### src/rtl/pcsteer_pkg.sv
package pcsteer_pkg;

  typedef enum logic [1:0] {
    CLS_SEQ    = 2'b00,
    CLS_BRANCH = 2'b01,
    CLS_JAL    = 2'b10,
    CLS_JALR   = 2'b11
  } ctrl_class_e;

  localparam logic [2:0] CC_EQ  = 3'b000;
  localparam logic [2:0] CC_NE  = 3'b001;
  localparam logic [2:0] CC_LT  = 3'b100;
  localparam logic [2:0] CC_GE  = 3'b101;
  localparam logic [2:0] CC_LTU = 3'b110;
  localparam logic [2:0] CC_GEU = 3'b111;

  // Comparison results handed from datapath to control.
  typedef struct packed {
    logic isEq;
    logic isLtS;
    logic isLtU;
  } cmp_flags_t;

  // Strobes handed from control to datapath.
  typedef struct packed {
    logic takeRel;
    logic takeInd;
  } pc_strobe_t;

endpackage

### src/rtl/pcsteer_ctrl.sv
module pcsteer_ctrl
  import pcsteer_pkg::*;
#(
  parameter int REG_IDX_W = 5
) (
  input  logic [1:0]           ctrlClass,
  input  logic [2:0]           condCode,
  input  logic [REG_IDX_W-1:0] rdIdx,
  input  cmp_flags_t           cmpFlags,
  output pc_strobe_t           strobes,
  output logic                 linkWe,
  output logic                 takenFlag
);

  ctrl_class_e clsDec;
  logic        condHit;
  logic        isLink;

  assign clsDec = ctrl_class_e'(ctrlClass);

  always_comb begin
    unique case (condCode)
      CC_EQ:   condHit = cmpFlags.isEq;
      CC_NE:   condHit = !cmpFlags.isEq;
      CC_LT:   condHit = cmpFlags.isLtS;
      CC_GE:   condHit = !cmpFlags.isLtS;
      CC_LTU:  condHit = cmpFlags.isLtU;
      CC_GEU:  condHit = !cmpFlags.isLtU;
      default: condHit = 1'b0;
    endcase
  end

  always_comb begin
    strobes = '0;
    isLink  = 1'b0;
    unique case (clsDec)
      CLS_BRANCH: strobes.takeRel = condHit;
      CLS_JAL: begin
        strobes.takeRel = 1'b1;
        isLink          = 1'b1;
      end
      CLS_JALR: begin
        strobes.takeInd = 1'b1;
        isLink          = 1'b1;
      end
      default: ;
    endcase
  end

  assign linkWe    = isLink && (rdIdx != '0);
  assign takenFlag = strobes.takeRel || strobes.takeInd;

endmodule

### src/rtl/pcsteer_dp.sv
module pcsteer_dp
  import pcsteer_pkg::*;
#(
  parameter int              XLEN      = 32,
  parameter logic [XLEN-1:0] RESET_VEC = 32'h0000_1000
) (
  input  logic            clk,
  input  logic            rst,
  input  logic [XLEN-1:0] rs1Val,
  input  logic [XLEN-1:0] rs2Val,
  input  logic [XLEN-1:0] immVal,
  input  pc_strobe_t      strobes,
  output cmp_flags_t      cmpFlags,
  output logic [XLEN-1:0] pcOut,
  output logic [XLEN-1:0] linkVal
);

  localparam logic [XLEN-1:0] INSN_BYTES = XLEN'(4);

  logic [XLEN-1:0] pcReg;
  logic [XLEN-1:0] pcPlus4;
  logic [XLEN-1:0] immScaled;
  logic [XLEN-1:0] relTarget;
  logic [XLEN-1:0] indSum;
  logic [XLEN-1:0] indTarget;
  logic [XLEN-1:0] pcNext;

  assign pcPlus4   = pcReg + INSN_BYTES;
  assign immScaled = {immVal[XLEN-2:0], 1'b0};
  assign relTarget = pcReg + immScaled;
  assign indSum    = rs1Val + immVal;
  assign indTarget = {indSum[XLEN-1:1], 1'b0};

  assign cmpFlags.isEq  = (rs1Val == rs2Val);
  assign cmpFlags.isLtS = ($signed(rs1Val) < $signed(rs2Val));
  assign cmpFlags.isLtU = (rs1Val < rs2Val);

  always_comb begin
    if (strobes.takeInd)      pcNext = indTarget;
    else if (strobes.takeRel) pcNext = relTarget;
    else                      pcNext = pcPlus4;
  end

  always_ff @(posedge clk) begin
    if (rst) pcReg <= RESET_VEC;
    else     pcReg <= pcNext;
  end

  assign pcOut   = pcReg;
  assign linkVal = pcPlus4;

endmodule

### src/rtl/pcsteer_top.sv
module pcsteer_top
  import pcsteer_pkg::*;
#(
  parameter int              XLEN      = 32,
  parameter int              REG_IDX_W = 5,
  parameter logic [XLEN-1:0] RESET_VEC = 32'h0000_1000
) (
  input  logic                 clk,
  input  logic                 rst,
  input  logic [1:0]           ctrlClass,
  input  logic [2:0]           condCode,
  input  logic [XLEN-1:0]      rs1Val,
  input  logic [XLEN-1:0]      rs2Val,
  input  logic [XLEN-1:0]      immVal,
  input  logic [REG_IDX_W-1:0] rdIdx,
  output logic [XLEN-1:0]      pcOut,
  output logic [XLEN-1:0]      linkVal,
  output logic                 linkWe,
  output logic                 takenFlag
);

  cmp_flags_t cmpFlags;
  pc_strobe_t strobes;

  pcsteer_ctrl #(
    .REG_IDX_W(REG_IDX_W)
  ) ctrl_i (
    .ctrlClass(ctrlClass),
    .condCode (condCode),
    .rdIdx    (rdIdx),
    .cmpFlags (cmpFlags),
    .strobes  (strobes),
    .linkWe   (linkWe),
    .takenFlag(takenFlag)
  );

  pcsteer_dp #(
    .XLEN     (XLEN),
    .RESET_VEC(RESET_VEC)
  ) dp_i (
    .clk     (clk),
    .rst     (rst),
    .rs1Val  (rs1Val),
    .rs2Val  (rs2Val),
    .immVal  (immVal),
    .strobes (strobes),
    .cmpFlags(cmpFlags),
    .pcOut   (pcOut),
    .linkVal (linkVal)
  );

endmodule

### config.mk
export PLATFORM = sky130hd
export DESIGN_NAME = pcsteer_top
export DESIGN_NICKNAME = d
export VERILOG_FILES = /design/src/rtl/pcsteer_pkg.sv /design/src/rtl/pcsteer_ctrl.sv /design/src/rtl/pcsteer_dp.sv /design/src/rtl/pcsteer_top.sv
export SDC_FILE = /design/constraint.sdc
export NUM_CORES = 1
export LEC_CHECK = 0
export BUFFER_PORTS_ARGS = -buffer_cell sky130_fd_sc_hd__buf_2
export CORE_ASPECT_RATIO = 0.6
export CORE_MARGIN = 2
export CORE_UTILIZATION = 35
export DETAILED_ROUTE_END_ITERATION = 10
export PLACE_DENSITY = 0.66
export SLEW_MARGIN = 30
export SYNTH_ARGS = -nofsm -noshare
export SYNTH_HDL_FRONTEND = slang
export SYNTH_SLANG_ARGS = --single-unit
### constraint.sdc
create_clock -name clk -period 4.55 [get_ports clk]
set_input_delay 0.455 -clock clk [delete_from_list [all_inputs] [get_ports clk]]
set_output_delay 0.455 -clock clk [all_outputs]
set_load 0.02 [all_outputs]
==> reports/results.txt, run 1 <==
most frequent cell after synthesis - ha_1
Sw Ratio - 46.5%
post-synthesis cell area - 5730 µm²
Static Leak - 3.46 nW
die height - 103 µm
CP Capture Type - output pin
GRT met3 Usage - 4.41%
synth warn - 0
placed cell count - 1115
CTS tree - yes
worst-path maximum fanout - 7
clk sinks - 31
f_max - 0.277 GHz
Post-synth top cells - 96 x ha_1, 63 x a21oi_1, 59 x inv_1
critical path arrival - 3.15 ns
Vias/cell - 5.55
IO Port Bufs - 171
unrepaired setup endpoints after global routing - no
Max Transition Viols Final - 0
clock buffer depth - 2
Clock Latency Late Sink - 0.28 ns
Area contributors post-synth - ha_1 21%, dfxtp_1 11%, xnor2_1 7.9%
DR iter-0 viols - 478
Slew headroom - 46.9%
Post-Syn Instances - 751
H-tree depth - 2
final hold violations - 0
placed cell areas - 6790 µm²
hold_ws - 0.579 ns
Final ANT Viol Nets - 0
vias in the first global route - 5447
max_cap viols - 0
met2 usage - 30.2%
Comb pwr share - 60.3%
clock-pin transition on the worst setup and hold timing paths - 0.06 ns
Synth cell types - 69
Post-Route WL - 19700 µm
1st-pass router iterations - 5
post-synth top area share - 21.0%
Post-CTS Hold Fix Bufs - 0
P_int - 940 µW
post-layout instance area - 6920 µm²
largest net degree at the start of global routing - 23
outcome - finished clean
Die X - 169 µm
P per Cell Area - 254 nW/µm²
final setup vio count - 0
DP Worst Slack - 0.890 ns
minimum clock period - 3.61 ns
Vias - 6217
GR peak layer - met1
Largest register FFs - 31
Filler cells - 1658
Slew @ Worst Pin - 0.777 ns
Post-CTS Resized - 0
Setup Total Neg Slack - 0 ns
Clock Power Share - 18.7%
sequential area share after synthesis - 10.8%
top_reg_cell synth - dfxtp_1
hpwl dp - 16500 µm
skew final - 0.00735 ns
nets - 1119
cell taking the most area after synthesis - ha_1
initial core utilization - 35.5%
first-pass GRT wire length - 29800 µm
critical path required time - 4.09 ns
#FFs+latches synth - 31
Sw Pwr - 818 µW
grt total ovfl - 0
Sequential Power Share - 20.9%
Area growth syn-to-layout - 20.7%
CTS root buf - clkbuf_16
Die Area - 17400 µm²
fin crit share - 79.3%
Avg Cell Area, Syn - 7.63 µm²
RePlAce Congestion - 0.886
setup ws final - 0.941 ns
Startpoint Class - register
worst min path class - reg2reg
post-synthesis async set-or-reset flop share - 0%
Final Non-Filler Cells - 1121
Peak VDD IR - 0.000114 V
row count - 36
GR Util All Layers - 22.0%
met1 Use GR - 35.5%
Core Region - 16100 µm²
fraction of layout cells with a size suffix above 1 - 21.8%
crit path kind - reg2out
antenna violations before repair - 0
# diodes - 0
number of post-CTS setup repair buffers - 0
EDFF count, synth - 0
DRC Markers - 0
Num CTS Buffers - 5
wire length per cell - 17.6 µm
num ports - 174
## power groups by stage
stage | clock network (mW) | logic (mW) | registers (mW)
after CTS | 0.331 | 1.05 | 0.366
after detailed placement | 0 | 1.04 | 0.372
final | 0.330 | 1.06 | 0.368
after global routing | 0.343 | 1.16 | 0.375
after global placement | 0 | 1.04 | 0.371
after floorplan | 0 | 0.705 | 0.400
## kinds of logic after synthesis
family / synth area share (%)
AO/OA/AOI/OAI: 27.4
AND/OR/NAND/NOR: 18.2
XOR/XNOR: 12.4
multiplexers: 4.04
adder cells (fa/ha/maj): 21.7
buffers and inverters: 5.46
flip-flops: 10.8
other: 0.0654
## routing by layer
metal | vias to the layer above | wire length [µm]
met5 | - | 0
met4 | 0 | 54
met3 | 8 | 1650
met2 | 266 | 7390
met1 | 2852 | 10600
li1 | 3091 | -
## placed cells by master, fill, tap and decap left out, types with 4 or more instances in the layout
cell | netlist | layout
o21ai_0 | 33 | 33
o211ai_1 | 4 | 4
xor2_1 | 27 | 27
a21oi_1 | 63 | 63
a21o_1 | 35 | 35
and3_1 | 9 | 9
nand2b_1 | 8 | 7
xnor2_1 | 52 | 52
o31ai_1 | 8 | 8
a211oi_1 | 10 | 10
nor3_1 | 13 | 13
nor2_1 | 46 | 46
nor2b_1 | 5 | 5
mux2i_1 | 22 | 22
dfxtp_1 | 31 | 31
nand3_1 | 31 | 31
clkbuf_16 | 0 | 5
a31oi_1 | 7 | 7
a211o_1 | 4 | 4
buf_2 | 1 | 171
o21bai_1 | 8 | 8
and2_1 | 6 | 6
ha_1 | 96 | 96
o22ai_1 | 19 | 19
o21a_1 | 9 | 9
nand4_1 | 16 | 16
inv_1 | 59 | 59
nand2_1 | 49 | 49
## layout make-up
type	instances	area, µm²	area share (%)
tap	209	262	3.78
multi-input combinational	643	4810	69.6
clock buffer	6	129	1.86
sequential	31	621	8.97
timing repair buffer	173	871	12.6
inverter	59	221	3.20
## stage by stage
| stage | power, mW | util (%) |
|---|---|---|
| detailed placement | 1.41 | 42.1 |
| global placement | 1.41 | 42.1 |
| finish | 1.76 | 42.9 |
| global route | 1.88 | 42.9 |
| CTS | 1.75 | 42.9 |
| floorplan | 1.10 | - |
## worst max-delay path, stage by stage (launching register included)
cell	delay, ns
dfxtp_1	0.47
nand2_1	0.17
nor3_2	0.36
and2_1	0.30
nand3_1	0.17
nor2_1	0.38
nand3_1	0.23
nor4_1	0.38
xor2_1	0.22
buf_2	0.19
## path summary, 6_finish.rpt
| check | start | end | slack [ns] | depth (start not counted) |
|---|---|---|---|---|
| setup / recovery | dp_i.pcOut[2] | linkVal[31] | 0.94 | 9 |
| hold / removal | dp_i.pcOut[1] | dp_i.pcOut[1] | 0.58 | 1 |
| setup reg to reg | dp_i.pcOut[1] | dp_i.pcOut[31] | 1.32 | 13 |
| hold reg to reg | dp_i.pcOut[1] | dp_i.pcOut[1] | 0.58 | 1 |
No activity file was read; power rests on OpenSTA's default activity.
==> inputs of run 2 (changes only) <==
--- a/config.mk
+++ b/config.mk
@@ -5,12 +5,13 @@
 export SDC_FILE = /design/constraint.sdc
 export NUM_CORES = 1
 export LEC_CHECK = 0
+export ABC_AREA = 1
 export BUFFER_PORTS_ARGS = -buffer_cell sky130_fd_sc_hd__buf_2
 export CORE_ASPECT_RATIO = 0.6
 export CORE_MARGIN = 2
 export CORE_UTILIZATION = 35
 export DETAILED_ROUTE_END_ITERATION = 10
-export PLACE_DENSITY = 0.66
+export PLACE_DENSITY = 0.65
 export SLEW_MARGIN = 30
 export SYNTH_ARGS = -nofsm -noshare
 export SYNTH_HDL_FRONTEND = slang
==> constraint.sdc (replaced) <==
create_clock -name clk -period 3.4 [get_ports clk]
set_input_delay 0.34 -clock clk [delete_from_list [all_inputs] [get_ports clk]]
set_output_delay 0.34 -clock clk [all_outputs]
set_load 0.02 [all_outputs]
==> reports/results.txt, run 2 <==
critical path arrival - 3.24 ns
Pwr Total - 2.46 mW
P per Cell Area - 318 nW/µm²
Post-synth top cells - 235 x nand2_1, 164 x inv_1, 108 x a21oi_1
Die Area - 19500 µm²
row count - 38
launching point of the worst reg2reg path - dp_i.pcOut[1]
wire length per cell - 16.5 µm
worst-path maximum fanout - 5
initial core utilization - 35.7%
placed cell areas - 7570 µm²
CP Capture Type - register
Sequential Power Share - 20.4%
Area contributors post-synth - ha_1 19%, nand2_1 14%, dfxtp_1 9.6%
post-synthesis cell area - 6440 µm²
Slew headroom - 54.5%
Avg Cell Area, Syn - 6.02 µm²
Clock Latency Late Sink - 0.28 ns
critical path required time - 3.62 ns
Sw Ratio - 49.9%
Area growth syn-to-layout - 19.9%
Die X - 179 µm
most frequent cell after synthesis - nand2_1
CTS tree - yes
final core utilization - 42.8%
Post-CTS Hold Fix Bufs - 0
f_max - 0.331 GHz
Final ANT Viol Nets - 0
WL met2 - 7900 µm
max_cap viols - 0
cell taking the most area after synthesis - ha_1
CP top delay family - compound AO/OA/AOI/OAI gates
top_reg_cell synth - dfxtp_1
final hold violations - 0
Slew @ Worst Pin - 0.676 ns
DRC Markers - 0
Final Non-Filler Cells - 1479
CP most frequent cell - nand3_1
outcome - finished clean
Post-CTS Resized - 0
slowest cell on the critical path - o21ai_0
Comb pwr share - 59.4%
DR top layer - met4
Static Leak - 4.30 nW
skew final - 0.0111 ns
Metal-1 WL - 13700 µm
most common cell after layout, fill and taps aside - nand2_1
fin crit share - 88.8%
CTS root buf - clkbuf_16
# diodes - 0
R2R setup slack - 0.38 ns
post-synthesis async set-or-reset flop share - 0%
worst reg2reg endpoint - dp_i.pcOut[31]
sequential area share after synthesis - 9.63%
setup ws final - 0.381 ns
Buf/Inv on CP - 2
vias in the first global route - 6640
H-tree depth - 2
GR Util All Layers - 25.0%
Sw Pwr - 1.22 mW
Core Region - 18100 µm²
DR WL met3 - 2660 µm
largest net degree at the start of global routing - 28
clock-pin transition on the worst setup and hold timing paths - 0.07 ns
die height - 109 µm
#FFs+latches synth - 31
most frequent cells in the layout - 235 x nand2_1, 171 x buf_2, 164 x inv_1, 108 x a21oi_1, 96 x ha_1
Peak VDD IR - 0.000193 V
Num CTS Buffers - 5
hpwl dp - 21300 µm
R2R cell count - 13
Vias - 7600
Max Transition Viols Final - 0
hold_ws - 0.459 ns
Filler cells - 1980
DP Worst Slack - 0.368 ns
antenna violations before repair - 0
placed cell count - 1471
first-pass GRT wire length - 37200 µm
Vias/cell - 5.14
DR iter-0 viols - 749
Clock Power Share - 20.2%
worst min path class - in2reg
crit path kind - reg2reg
Synth cell types - 45
crit-path max cell delay - 0.58 ns
P_int - 1.23 mW
clock buffer depth - 2
final setup vio count - 0
unrepaired setup endpoints after global routing - no
Sequential cell area - 621 µm²
1st-pass router iterations - 5
multi-input logic area - 5100 µm²
Post-Syn Instances - 1070
crit path to - dp_i.pcOut[31]
Startpoint Class - register
nets - 1444
Largest register FFs - 31
clk sinks - 31
post-synth top area share - 18.6%
post-layout instance area - 7730 µm²
worst path cell trace - ha_1, inv_1, fa_1, o21ai_0, a21boi_2, o21ai_0, nand3_1, nand2_1, xor2_1, inv_1, nand3_1, nand3_1, a21oi_1
RePlAce Congestion - 0.932
grt total ovfl - 0
CP startpoint - dp_i.pcOut[1]
num ports - 174
Post-Route WL - 24400 µm
cell count along the critical path - 13
IO Port Bufs - 171
EDFF count, synth - 0
fraction of layout cells with a size suffix above 1 - 16.8%
minimum clock period - 3.02 ns
number of post-CTS setup repair buffers - 0
Setup Total Neg Slack - 0 ns
synth warn - 0
==> run 2: cell types whose count changed in the layout (fill, tap and decap cells not counted), moves of 28 or more <==
cell     delta
nand2_1   +186
inv_1     +105
nand3_1    +55
a21oi_1    +45
xnor2_1    -39
nor2_1     +38
o21ai_0    +34
a21o_1     -29
xor2_1     +28
==> run 2: power groups by stage <==
stage / Sequential (mW) / Combinational [mW] / Clock (mW)
after global routing: 0.505 / 1.63 / 0.520
after CTS: 0.495 / 1.44 / 0.501
after global placement: 0.502 / 1.43 / 0
after floorplan: 0.519 / 0.937 / 0
final: 0.501 / 1.46 / 0.497
after detailed placement: 0.504 / 1.43 / 0
==> run 2: how the worst min path moves through the flow <==
stage                       start              to  slack (ns)  cells after the start
detailed placement  dp_i.pcOut[1]   dp_i.pcOut[1]        0.54                      2
floorplan           dp_i.pcOut[1]   dp_i.pcOut[1]        0.59                      2
finish                        rst  dp_i.pcOut[31]        0.46                      2
CTS                           rst   dp_i.pcOut[3]        0.46                      2
global route                  rst  dp_i.pcOut[26]        0.48                      2
global placement    dp_i.pcOut[1]   dp_i.pcOut[1]        0.53                      2
==> run 2: cell families (layout without fill, tap and decap cells) <==
family / count (synthesis) / after routing / share of synthesized area, %
xor+xnor: 68 / 68 / 9.24
buf+inv: 187 / 355 / 11.2
flops: 31 / 31 / 9.63
fa+ha+maj: 98 / 98 / 19.3
simple gates: 463 / 463 / 31.5
compound gates: 222 / 222 / 19.0
other cells: 1 / 2 / 0.0582
==> run 2: worst reg2reg max path: stages (launching register included) <==
cell,delay (ns)
dfxtp_1,0.39
ha_1,0.19
inv_1,0.05
fa_1,0.41
o21ai_0,0.58
a21boi_2,0.19
o21ai_0,0.40
nand3_1,0.13
nand2_1,0.15
xor2_1,0.15
inv_1,0.05
nand3_1,0.07
nand3_1,0.08
a21oi_1,0.12
==> run 2: area by class of cell <==
| type | instances | area share, % |
|---|---|---|
| clock buffer | 8 | 2.02 |
| timing repair buffer | 179 | 11.9 |
| sequential | 31 | 8.03 |
| inverter | 168 | 8.16 |
| tap | 240 | 3.89 |
| multi-input combinational | 853 | 66.0 |
==> run 2: metal layers <==
metal	vias to the layer above	GRT usage, %
met5	-	0
met4	0	2.30
met3	9	4.60
met2	358	30.2
met1	3337	43.5
li1	3896	-
